## src/rtl/wcf_pkg.sv

```systemverilog
package wcf_pkg;
  localparam int unsigned WCF_ADDR_W  = 12;
  localparam int unsigned WCF_DATA_W  = 32;
  localparam int unsigned WCF_NPORTS  = 2;
  localparam logic [WCF_ADDR_W-1:0] WCF_REG_OFF = 12'h0E0;

  // port index assignment
  localparam int unsigned WCF_PORT_HOST = 0;
  localparam int unsigned WCF_PORT_MMIO = 1;

  typedef enum logic {
    WCF_IDLE    = 1'b0,
    WCF_PENDING = 1'b1
  } wcf_state_e;
endpackage

```

## src/rtl/wcf_port_dec.sv

```systemverilog
module wcf_port_dec #(
  parameter int unsigned ADDR_W = 12,
  parameter int unsigned DATA_W = 32,
  parameter logic [ADDR_W-1:0] REG_OFF = '0
) (
  input  logic              wr_en,
  input  logic              rd_en,
  input  logic [ADDR_W-1:0] addr,
  input  logic [DATA_W-1:0] wdata,
  output logic              set_req,
  output logic              rd_hit
);
  logic addr_hit;
  logic unused_rsvd;

  assign addr_hit    = (addr == REG_OFF);
  // only bit 0 is writable; reserved bits are dropped
  assign set_req     = wr_en & addr_hit & wdata[0];
  assign rd_hit      = rd_en & addr_hit;
  assign unused_rsvd = ^wdata[DATA_W-1:1];
endmodule

```

## src/rtl/wcf_req_bit.sv

```systemverilog
module wcf_req_bit
  import wcf_pkg::*;
#(
  parameter int unsigned NPORTS = 2
) (
  input  logic              clk,
  input  logic              rst,
  input  logic [NPORTS-1:0] set_vec,
  input  logic              done,
  output logic              req_q
);
  wcf_state_e state_q, state_d;
  logic       set_any;

  assign set_any = |set_vec;

  always_comb begin
    state_d = state_q;
    unique case (state_q)
      WCF_IDLE:    if (set_any) state_d = WCF_PENDING;
      // a write arriving while pending is dropped; done wins
      WCF_PENDING: if (done)    state_d = WCF_IDLE;
      default:                  state_d = WCF_IDLE;
    endcase
  end

  always_ff @(posedge clk) begin
    if (rst) state_q <= WCF_IDLE;
    else     state_q <= state_d;
  end

  assign req_q = (state_q == WCF_PENDING);
endmodule

```

## src/rtl/wcf_pulse.sv

```systemverilog
module wcf_pulse (
  input  logic clk,
  input  logic rst,
  input  logic level,
  output logic pulse
);
  logic level_d;

  always_ff @(posedge clk) begin
    if (rst) begin
      level_d <= 1'b0;
      pulse   <= 1'b0;
    end else begin
      level_d <= level;
      pulse   <= level & ~level_d;
    end
  end
endmodule

```

## src/rtl/wcf_readback.sv

```systemverilog
module wcf_readback #(
  parameter int unsigned DATA_W = 32
) (
  input  logic              clk,
  input  logic              rst,
  input  logic              rd_hit,
  input  logic              req_q,
  output logic [DATA_W-1:0] rdata
);
  always_ff @(posedge clk) begin
    if (rst)         rdata <= '0;
    else if (rd_hit) rdata <= DATA_W'(req_q);
    else             rdata <= '0;
  end
endmodule

```

## src/rtl/wc_flush_ctl.sv

```systemverilog
module wc_flush_ctl
  import wcf_pkg::*;
#(
  parameter int unsigned ADDR_W = WCF_ADDR_W,
  parameter int unsigned DATA_W = WCF_DATA_W,
  parameter logic [ADDR_W-1:0] REG_OFF = WCF_REG_OFF
) (
  input  logic              clk,
  input  logic              rst,
  input  logic              h_wr_en,
  input  logic              h_rd_en,
  input  logic [ADDR_W-1:0] h_addr,
  input  logic [DATA_W-1:0] h_wdata,
  output logic [DATA_W-1:0] h_rdata,
  input  logic              m_wr_en,
  input  logic              m_rd_en,
  input  logic [ADDR_W-1:0] m_addr,
  input  logic [DATA_W-1:0] m_wdata,
  output logic [DATA_W-1:0] m_rdata,
  output logic              flush_start,
  input  logic              flush_done
);
  localparam int unsigned NP = WCF_NPORTS;

  logic [NP-1:0]     p_wr, p_rd, p_set, p_hit;
  logic [ADDR_W-1:0] p_addr  [NP];
  logic [DATA_W-1:0] p_wdata [NP];
  logic [DATA_W-1:0] p_rdata [NP];
  logic              req_q;

  assign p_wr[WCF_PORT_HOST]    = h_wr_en;
  assign p_rd[WCF_PORT_HOST]    = h_rd_en;
  assign p_addr[WCF_PORT_HOST]  = h_addr;
  assign p_wdata[WCF_PORT_HOST] = h_wdata;
  assign p_wr[WCF_PORT_MMIO]    = m_wr_en;
  assign p_rd[WCF_PORT_MMIO]    = m_rd_en;
  assign p_addr[WCF_PORT_MMIO]  = m_addr;
  assign p_wdata[WCF_PORT_MMIO] = m_wdata;
  assign h_rdata = p_rdata[WCF_PORT_HOST];
  assign m_rdata = p_rdata[WCF_PORT_MMIO];

  for (genvar i = 0; i < NP; i++) begin : g_port
    wcf_port_dec #(
      .ADDR_W (ADDR_W),
      .DATA_W (DATA_W),
      .REG_OFF(REG_OFF)
    ) u_dec (
      .wr_en  (p_wr[i]),
      .rd_en  (p_rd[i]),
      .addr   (p_addr[i]),
      .wdata  (p_wdata[i]),
      .set_req(p_set[i]),
      .rd_hit (p_hit[i])
    );

    wcf_readback #(.DATA_W(DATA_W)) u_rb (
      .clk   (clk),
      .rst   (rst),
      .rd_hit(p_hit[i]),
      .req_q (req_q),
      .rdata (p_rdata[i])
    );
  end

  wcf_req_bit #(.NPORTS(NP)) u_req (
    .clk    (clk),
    .rst    (rst),
    .set_vec(p_set),
    .done   (flush_done),
    .req_q  (req_q)
  );

  wcf_pulse u_pls (
    .clk  (clk),
    .rst  (rst),
    .level(req_q),
    .pulse(flush_start)
  );
endmodule

```

## config.mk

```make
export PLATFORM = sky130hd
export DESIGN_NAME = wc_flush_ctl
export DESIGN_NICKNAME = d
export VERILOG_FILES = /design/src/rtl/wcf_pkg.sv /design/src/rtl/wcf_port_dec.sv /design/src/rtl/wcf_req_bit.sv /design/src/rtl/wcf_pulse.sv /design/src/rtl/wcf_readback.sv /design/src/rtl/wc_flush_ctl.sv
export SDC_FILE = /design/constraint.sdc
export NUM_CORES = 1
export LEC_CHECK = 0
export ABC_AREA = 0
export ABC_CLOCK_PERIOD_IN_PS = 1100
export BUFFER_PORTS_ARGS = -buffer_cell sky130_fd_sc_hd__buf_4
export CORE_MARGIN = 5
export CORE_UTILIZATION = 24
export CTS_CLUSTER_SIZE = 12
export DETAILED_ROUTE_END_ITERATION = 10
export GPL_ROUTABILITY_DRIVEN = 0
export PLACE_DENSITY = 0.91
export RECOVER_POWER = 100
export REMOVE_ABC_BUFFERS = 1
export SKIP_LAST_GASP = 1
export SYNTH_ARGS = -nofsm -noshare
export SYNTH_HDL_FRONTEND = slang
export SYNTH_SLANG_ARGS = --single-unit
```

## constraint.sdc

```tcl
create_clock -name clk -period 1.1 [get_ports clk]
set_input_delay 0.11 -clock clk [delete_from_list [all_inputs] [get_ports clk]]
set_output_delay 0.11 -clock clk [all_outputs]
set_load 0.01 [all_outputs]
```

==> results.sh, run 1 <==
export IMPL_muxShareOfSynthArea=0
export IMPL_antenna_found_initial=0
export IMPL_hold_path_class="in -> reg"
export IMPL_syn_avg_cell_area_um2=8.74
export IMPL_die_width_um=66.0
export IMPL_p_leak_nw=0.459
export IMPL_synth_warnings=0
export IMPL_hpwl_mm=1.47
export IMPL_synth_top_family_by_area="buffers and inverters"
export IMPL_rsz0062_at_grt="no"
export IMPL_design_die_area_um2=4350
export IMPL_yosysTopAreaCell="buf_4"
export IMPL_cap_violations=0
export IMPL_clk_path_buf_depth=2
export IMPL_dp_cells=165
export IMPL_fp_coreArea_um2=3030
export IMPL_ctsHoldBuffers=0
export IMPL_grt_pass1_vias=509
export IMPL_endpoint_kind="register"
export IMPL_setup_ws_ns=0.177
export IMPL_syn_area_um2=752
export IMPL_drc=0
export IMPL_fin_skew_ns=0.00448
export IMPL_h_tree_depth=1
export IMPL_crit_type="reg -> reg"
export IMPL_synthDistinctLibCells=16
export IMPL_antenna_cells=0
export IMPL_hold_viol_final=0
export IMPL_via_per_inst=3.03
export IMPL_grt_max_degree=4
export IMPL_synth_compound_area_frac=0.0316
export IMPL_p_per_area_nw_per_um2=723
export IMPL_area_growth_pct=12.5
export IMPL_status="finished, final reports clean"
export IMPL_fmax_ghz=1.08
export IMPL_setup_viol=0
export IMPL_wl_per_cell_um=9.41
export IMPL_io_pins=160
export IMPL_cts_buffers=3
export IMPL_cts_root_buf="clkbuf_4"
export IMPL_arrival_ns=1.06
export IMPL_via_count=512
export IMPL_ys_ff_latch=5
export IMPL_setup_tns_ns=0
export IMPL_hold_path_cell_count=2
export IMPL_crit_required_ns=1.24
export IMPL_routed_wl_mm=1.59
export IMPL_drtPass1Iterations=4
export IMPL_period_share=0.839
export IMPL_first_iter_violations=19
export IMPL_synth_adder_area_share=0
export IMPL_irDropWorstVdd_mv=0.167
export IMPL_slew_violations=0
export IMPL_yosys_area_share_simple=0.211
export IMPL_r2r_start="u_req.req_q"
export IMPL_cts_tree="done"
export IMPL_post_place_ws_ns=0.0299
export IMPL_ctsResizeCount=0
export IMPL_grt_overflow_total=0
export IMPL_synth_top_area_share=0.619
export IMPL_cts_setup_buffers=0
export IMPL_post_route_util=0.279
export IMPL_die_h_um=66.0
export IMPL_synth_xor_area_frac=0
export IMPL_start_util=0.248
export IMPL_setup_worst_path_start="u_req.req_q"
export IMPL_fin_cells=169
export IMPL_clock_sinks=5
export IMPL_grt_pass1_wl_mm=2.00
export IMPL_io_buffers=35
export IMPL_num_rows=20
export IMPL_worstSetupStartpointType="register"
export IMPL_period_needed_ns=0.923
export IMPL_clkTransAtPathRegs_ns=0.05
export IMPL_min_from="rst"
export IMPL_layout_nets=221
export IMPL_ant_nets=0
export IMPL_critPathMaxFanout=3
export IMPL_yosysSeqAreaShare=0.133
export IMPL_drive_gt1_frac=0.328
export IMPL_grt_usage=0.0613
export IMPL_synth_area_top_cells="buf_4 62%, dfxtp_1 13%, nor4b_2 6.0%"
export IMPL_clk_latency_ns=0.25
export IMPL_synth_cells=86
export IMPL_reg2reg_depth=3
[state kept, by name, indices dropped and copies added, names as in the netlist]
register           count
u_req.req_q            1
g_port.u_rb.rdata      2
u_pls.pulse            1
u_pls.level_d          1
[cell families after synthesis]
kind of cell	Yosys count
buffers and inverters	62
AND/OR/NAND/NOR	16
flip-flops	5
AO/OA/AOI/OAI	2
other	1
[cell usage in the layout (no fill, tap or decap), drive strengths merged]
cell	count
conb	62
buf	32
clkbuf	8
dfxtp	5
nor4b	4
nand2	2
nor2b	2
and3	2
and2	1
a41oi	1
nor4	1
and4bb	1
nand4b	1
a221oi	1
nand3	1
nor2	1
[area by class of cell]
cell class	count	area, µm²
fill	333	2180
multi-input combinational	80	409
timing repair buffer	36	255
sequential	5	100
tap	44	55.1
clock buffer	4	26.3
[synthesized netlist by cell type]
cell / n
a221oi_2: 1
a41oi_1: 1
and2_0: 1
and3_1: 2
and4bb_2: 1
buf_4: 62
conb_1: 1
dfxtp_1: 5
nand2_1: 2
nand3_1: 1
nand4b_1: 1
nor2_1: 1
nor2b_1: 2
nor4_4: 1
nor4b_2: 3
nor4b_4: 1
[critical path, stage by stage (launching register included)]
cell and delay [ns]:
dfxtp_1 0.33, nor2b_1 0.15, and3_1 0.17, and3_1 0.17
[through the flow]
step / hold slack [ns] / total power (W) / area, µm²
after floorplan: 0.176 / 0.000292 / 515
after global routing: 0.0312 / 0.000654 / 846
final: 0.0339 / 0.000611 / 846
after detailed placement: 0.293 / 0.000392 / 841
after CTS: 0.0241 / 0.000618 / 867
after global placement: 0.279 / 0.000389 / 841
[worst paths after layout]
| path | to | slack, ns |
|---|---|---|
| worst max-delay path | g_port[1].u_rb.rdata[0] | 0.18 |
| worst min-delay path | u_req.req_q | 0.03 |
| worst max register to register | g_port[1].u_rb.rdata[0] | 0.18 |
| worst min register to register | u_pls.pulse | 0.39 |
[power by group]
group / internal (W) / leakage [nW] / switching (W)
logic: 0.0000833 / 0.404 / 0.000129
registers: 0.000182 / 0.0402 / 0.00000000970
clock network: 0.000137 / 0.0150 / 0.0000801
[routing by layer]
metal  vias up  part of all wire  global-route usage
met5         -                 0                   0
met4         0             0.011              0.0305
met3         2              0.14              0.0136
met2        49              0.59               0.134
met1       228              0.25              0.0477
li1        233                 -                   -
Power figures use the tool's default switching activity.
==> run 2, diff against run 1 <==
- ABC_CLOCK_PERIOD_IN_PS: 1100 -> 800
- CORE_UTILIZATION: 24 -> 22
- PLACE_DENSITY: 0.91 -> 0.88
- clock period: 1.1 -> 0.8 ns (I/O delays scaled with it)
==> run 2 against run 1 <==
Net effect:
- the flow now finishes with violations (setup timing)
- clock power rose by 31%
- critical path depth did not move
- wire length down 3.8%
- register-to-register slack worse by 0.21 ns
- clock-buffer cell count did not move
- sequential share of layout area decreased by 0.57 points
- first-iteration DRC count shrank 5.3%
- critical path type unchanged
- largest cell class unchanged
==> results.sh, run 2 (same netlist as run 1, synthesis figures left out) <==
export IMPL_drtPass1Iterations=2
export IMPL_crit_type="reg -> reg"
export IMPL_clkTransAtPathRegs_ns=0.04
export IMPL_h_tree_depth=1
export IMPL_antenna_found_initial=0
export IMPL_first_iter_violations=18
export IMPL_setup_worst_path_start="u_req.req_q"
export IMPL_violations="setup timing"
export IMPL_regMostFlops="g_port.u_rb.rdata"
export IMPL_setup_ws_ns=-0.0305
export IMPL_num_fill_cells=388
export IMPL_irDropWorstVdd_mv=0.219
export IMPL_worstSetupStartpointType="register"
export IMPL_clock_sinks=5
export IMPL_p_sw_w=0.000280
export IMPL_cts_setup_buffers=0
export IMPL_period_share=1.04
export IMPL_fmax_ghz=1.20
export IMPL_period_needed_ns=0.830
export IMPL_io_pins=160
export IMPL_p_per_area_nw_per_um2=929
export IMPL_antenna_cells=0
export IMPL_drc=0
export IMPL_endpoint="g_port[1].u_rb.rdata[0]"
export IMPL_slew_violations=0
export IMPL_p_int_w=0.000556
export IMPL_holdWs_ns=0.0127
export IMPL_start_util=0.227
export IMPL_postPlaceCellArea_um2=851
export IMPL_drive_gt1_frac=0.389
export IMPL_r2r_end="g_port[1].u_rb.rdata[0]"
export IMPL_p_leak_nw=0.480
export IMPL_hold_path_class="in -> reg"
export IMPL_num_rows=21
export IMPL_ctsHoldBuffers=0
export IMPL_setup_viol=1
export IMPL_fin_skew_ns=0.00211
export IMPL_rsz0062_at_grt="yes"
export IMPL_clk_latency_ns=0.24
export IMPL_most_common_layout_cells="62 x conb_1, 34 x buf_4, 4 x dfxtp_1"
export IMPL_die_h_um=68.5
export IMPL_final_common_cell="conb_1"
export IMPL_seqPwrFrac=0.299
export IMPL_layout_nets=222
export IMPL_ant_nets=0
export IMPL_grt_overflow_total=0
export IMPL_cts_buffers=3
export IMPL_finalPower_w=0.000836
export IMPL_r2r_start="u_req.req_q"
export IMPL_grt_usage=0.0510
export IMPL_fp_coreArea_um2=3310
export IMPL_design_die_area_um2=4690
export IMPL_crit_required_ns=0.93
export IMPL_grt_pass1_vias=490
export IMPL_pwr_share_clk=0.341
export IMPL_grt_max_degree=4
export IMPL_via_per_inst=2.90
export IMPL_reg2reg_slack_ns=-0.03
export IMPL_endpoint_kind="register"
export IMPL_die_width_um=68.5
export IMPL_arrival_ns=0.96
export IMPL_hpwl_mm=1.43
export IMPL_reg2reg_depth=3
export IMPL_area_growth_pct=19.6
export IMPL_hold_viol_final=0
export IMPL_stdcell_area_um2=900
export IMPL_cap_violations=0
export IMPL_post_route_util=0.272
export IMPL_status="finished with violations"
export IMPL_routed_wl_mm=1.53
export IMPL_p_sw_frac=0.335
export IMPL_io_buffers=35
export IMPL_clk_path_buf_depth=2
export IMPL_via_count=499
export IMPL_cts_tree="done"
export IMPL_cts_root_buf="clkbuf_4"
export IMPL_largest_reg_flops=2
export IMPL_combPwrFrac=0.360
export IMPL_critPathMaxFanout=2
export IMPL_grt_pass1_wl_mm=1.77
export IMPL_wl_per_cell_um=8.90
run 2: metal layers:
layer,share of wire,track usage,vias up
met5,0,0,-
met4,0,0.0298,0
met2,0.60,0.100,42
li1,-,-,236
met1,0.24,0.0428,221
met3,0.16,0.0181,0
run 2: metrics by stage:
step | std cells | TNS [ns] | setup slack [ns]
2_1_floorplan | 85 | -0.0821 | -0.0821
3_3_place_gp | 168 | -0.350 | -0.215
3_5_place_dp | 168 | -0.404 | -0.248
4_1_cts | 172 | -0.0471 | -0.0448
5_1_grt | 172 | -0.118 | -0.0670
6_report | 172 | -0.0305 | -0.0305
run 2: worst min-delay path by stage:
stage / slack, ns / cells after the start / startpoint / endpoint
global placement: 0.25 / 2 / rst / u_req.req_q
CTS: 0.004 / 2 / flush_done / u_req.req_q
floorplan: 0.15 / 1 / rst / u_req.req_q
global route: 0.009 / 2 / flush_done / u_req.req_q
detailed placement: 0.26 / 2 / rst / u_req.req_q
finish: 0.01 / 2 / flush_done / u_req.req_q
run 2: critical path, cell delays in order, from the launching register on:
cell and delay, ns:
dfxtp_2 0.31, nor2b_4 0.12, and3_1 0.13, and3_1 0.17
run 2: what timing repair did:
| action | in CTS | in global routing |
|---|---|---|
| pin swaps | 1 | 0 |
| setup endpoints to repair | 3 | 4 |
| resized for setup | 5 | 1 |
run 2: final cells by class:
type | count | area (µm²) | share of cell area
multi-input cells | 80 | 447 | 0.497
repair buffers | 37 | 268 | 0.298
flip-flops and latches | 5 | 101 | 0.113
well taps | 46 | 57.6 | 0.0640
clock buffers | 4 | 26.3 | 0.0292
run 2: power by group through the flow:
stage,sequential (W),clock (W),combinational [W]
6_report,0.000250,0.000285,0.000301
5_1_grt,0.000250,0.000310,0.000330
4_1_cts,0.000250,0.000300,0.000291
3_5_place_dp,0.000255,0,0.000283
3_3_place_gp,0.000255,0,0.000279
2_1_floorplan,0.000255,0,0.000147
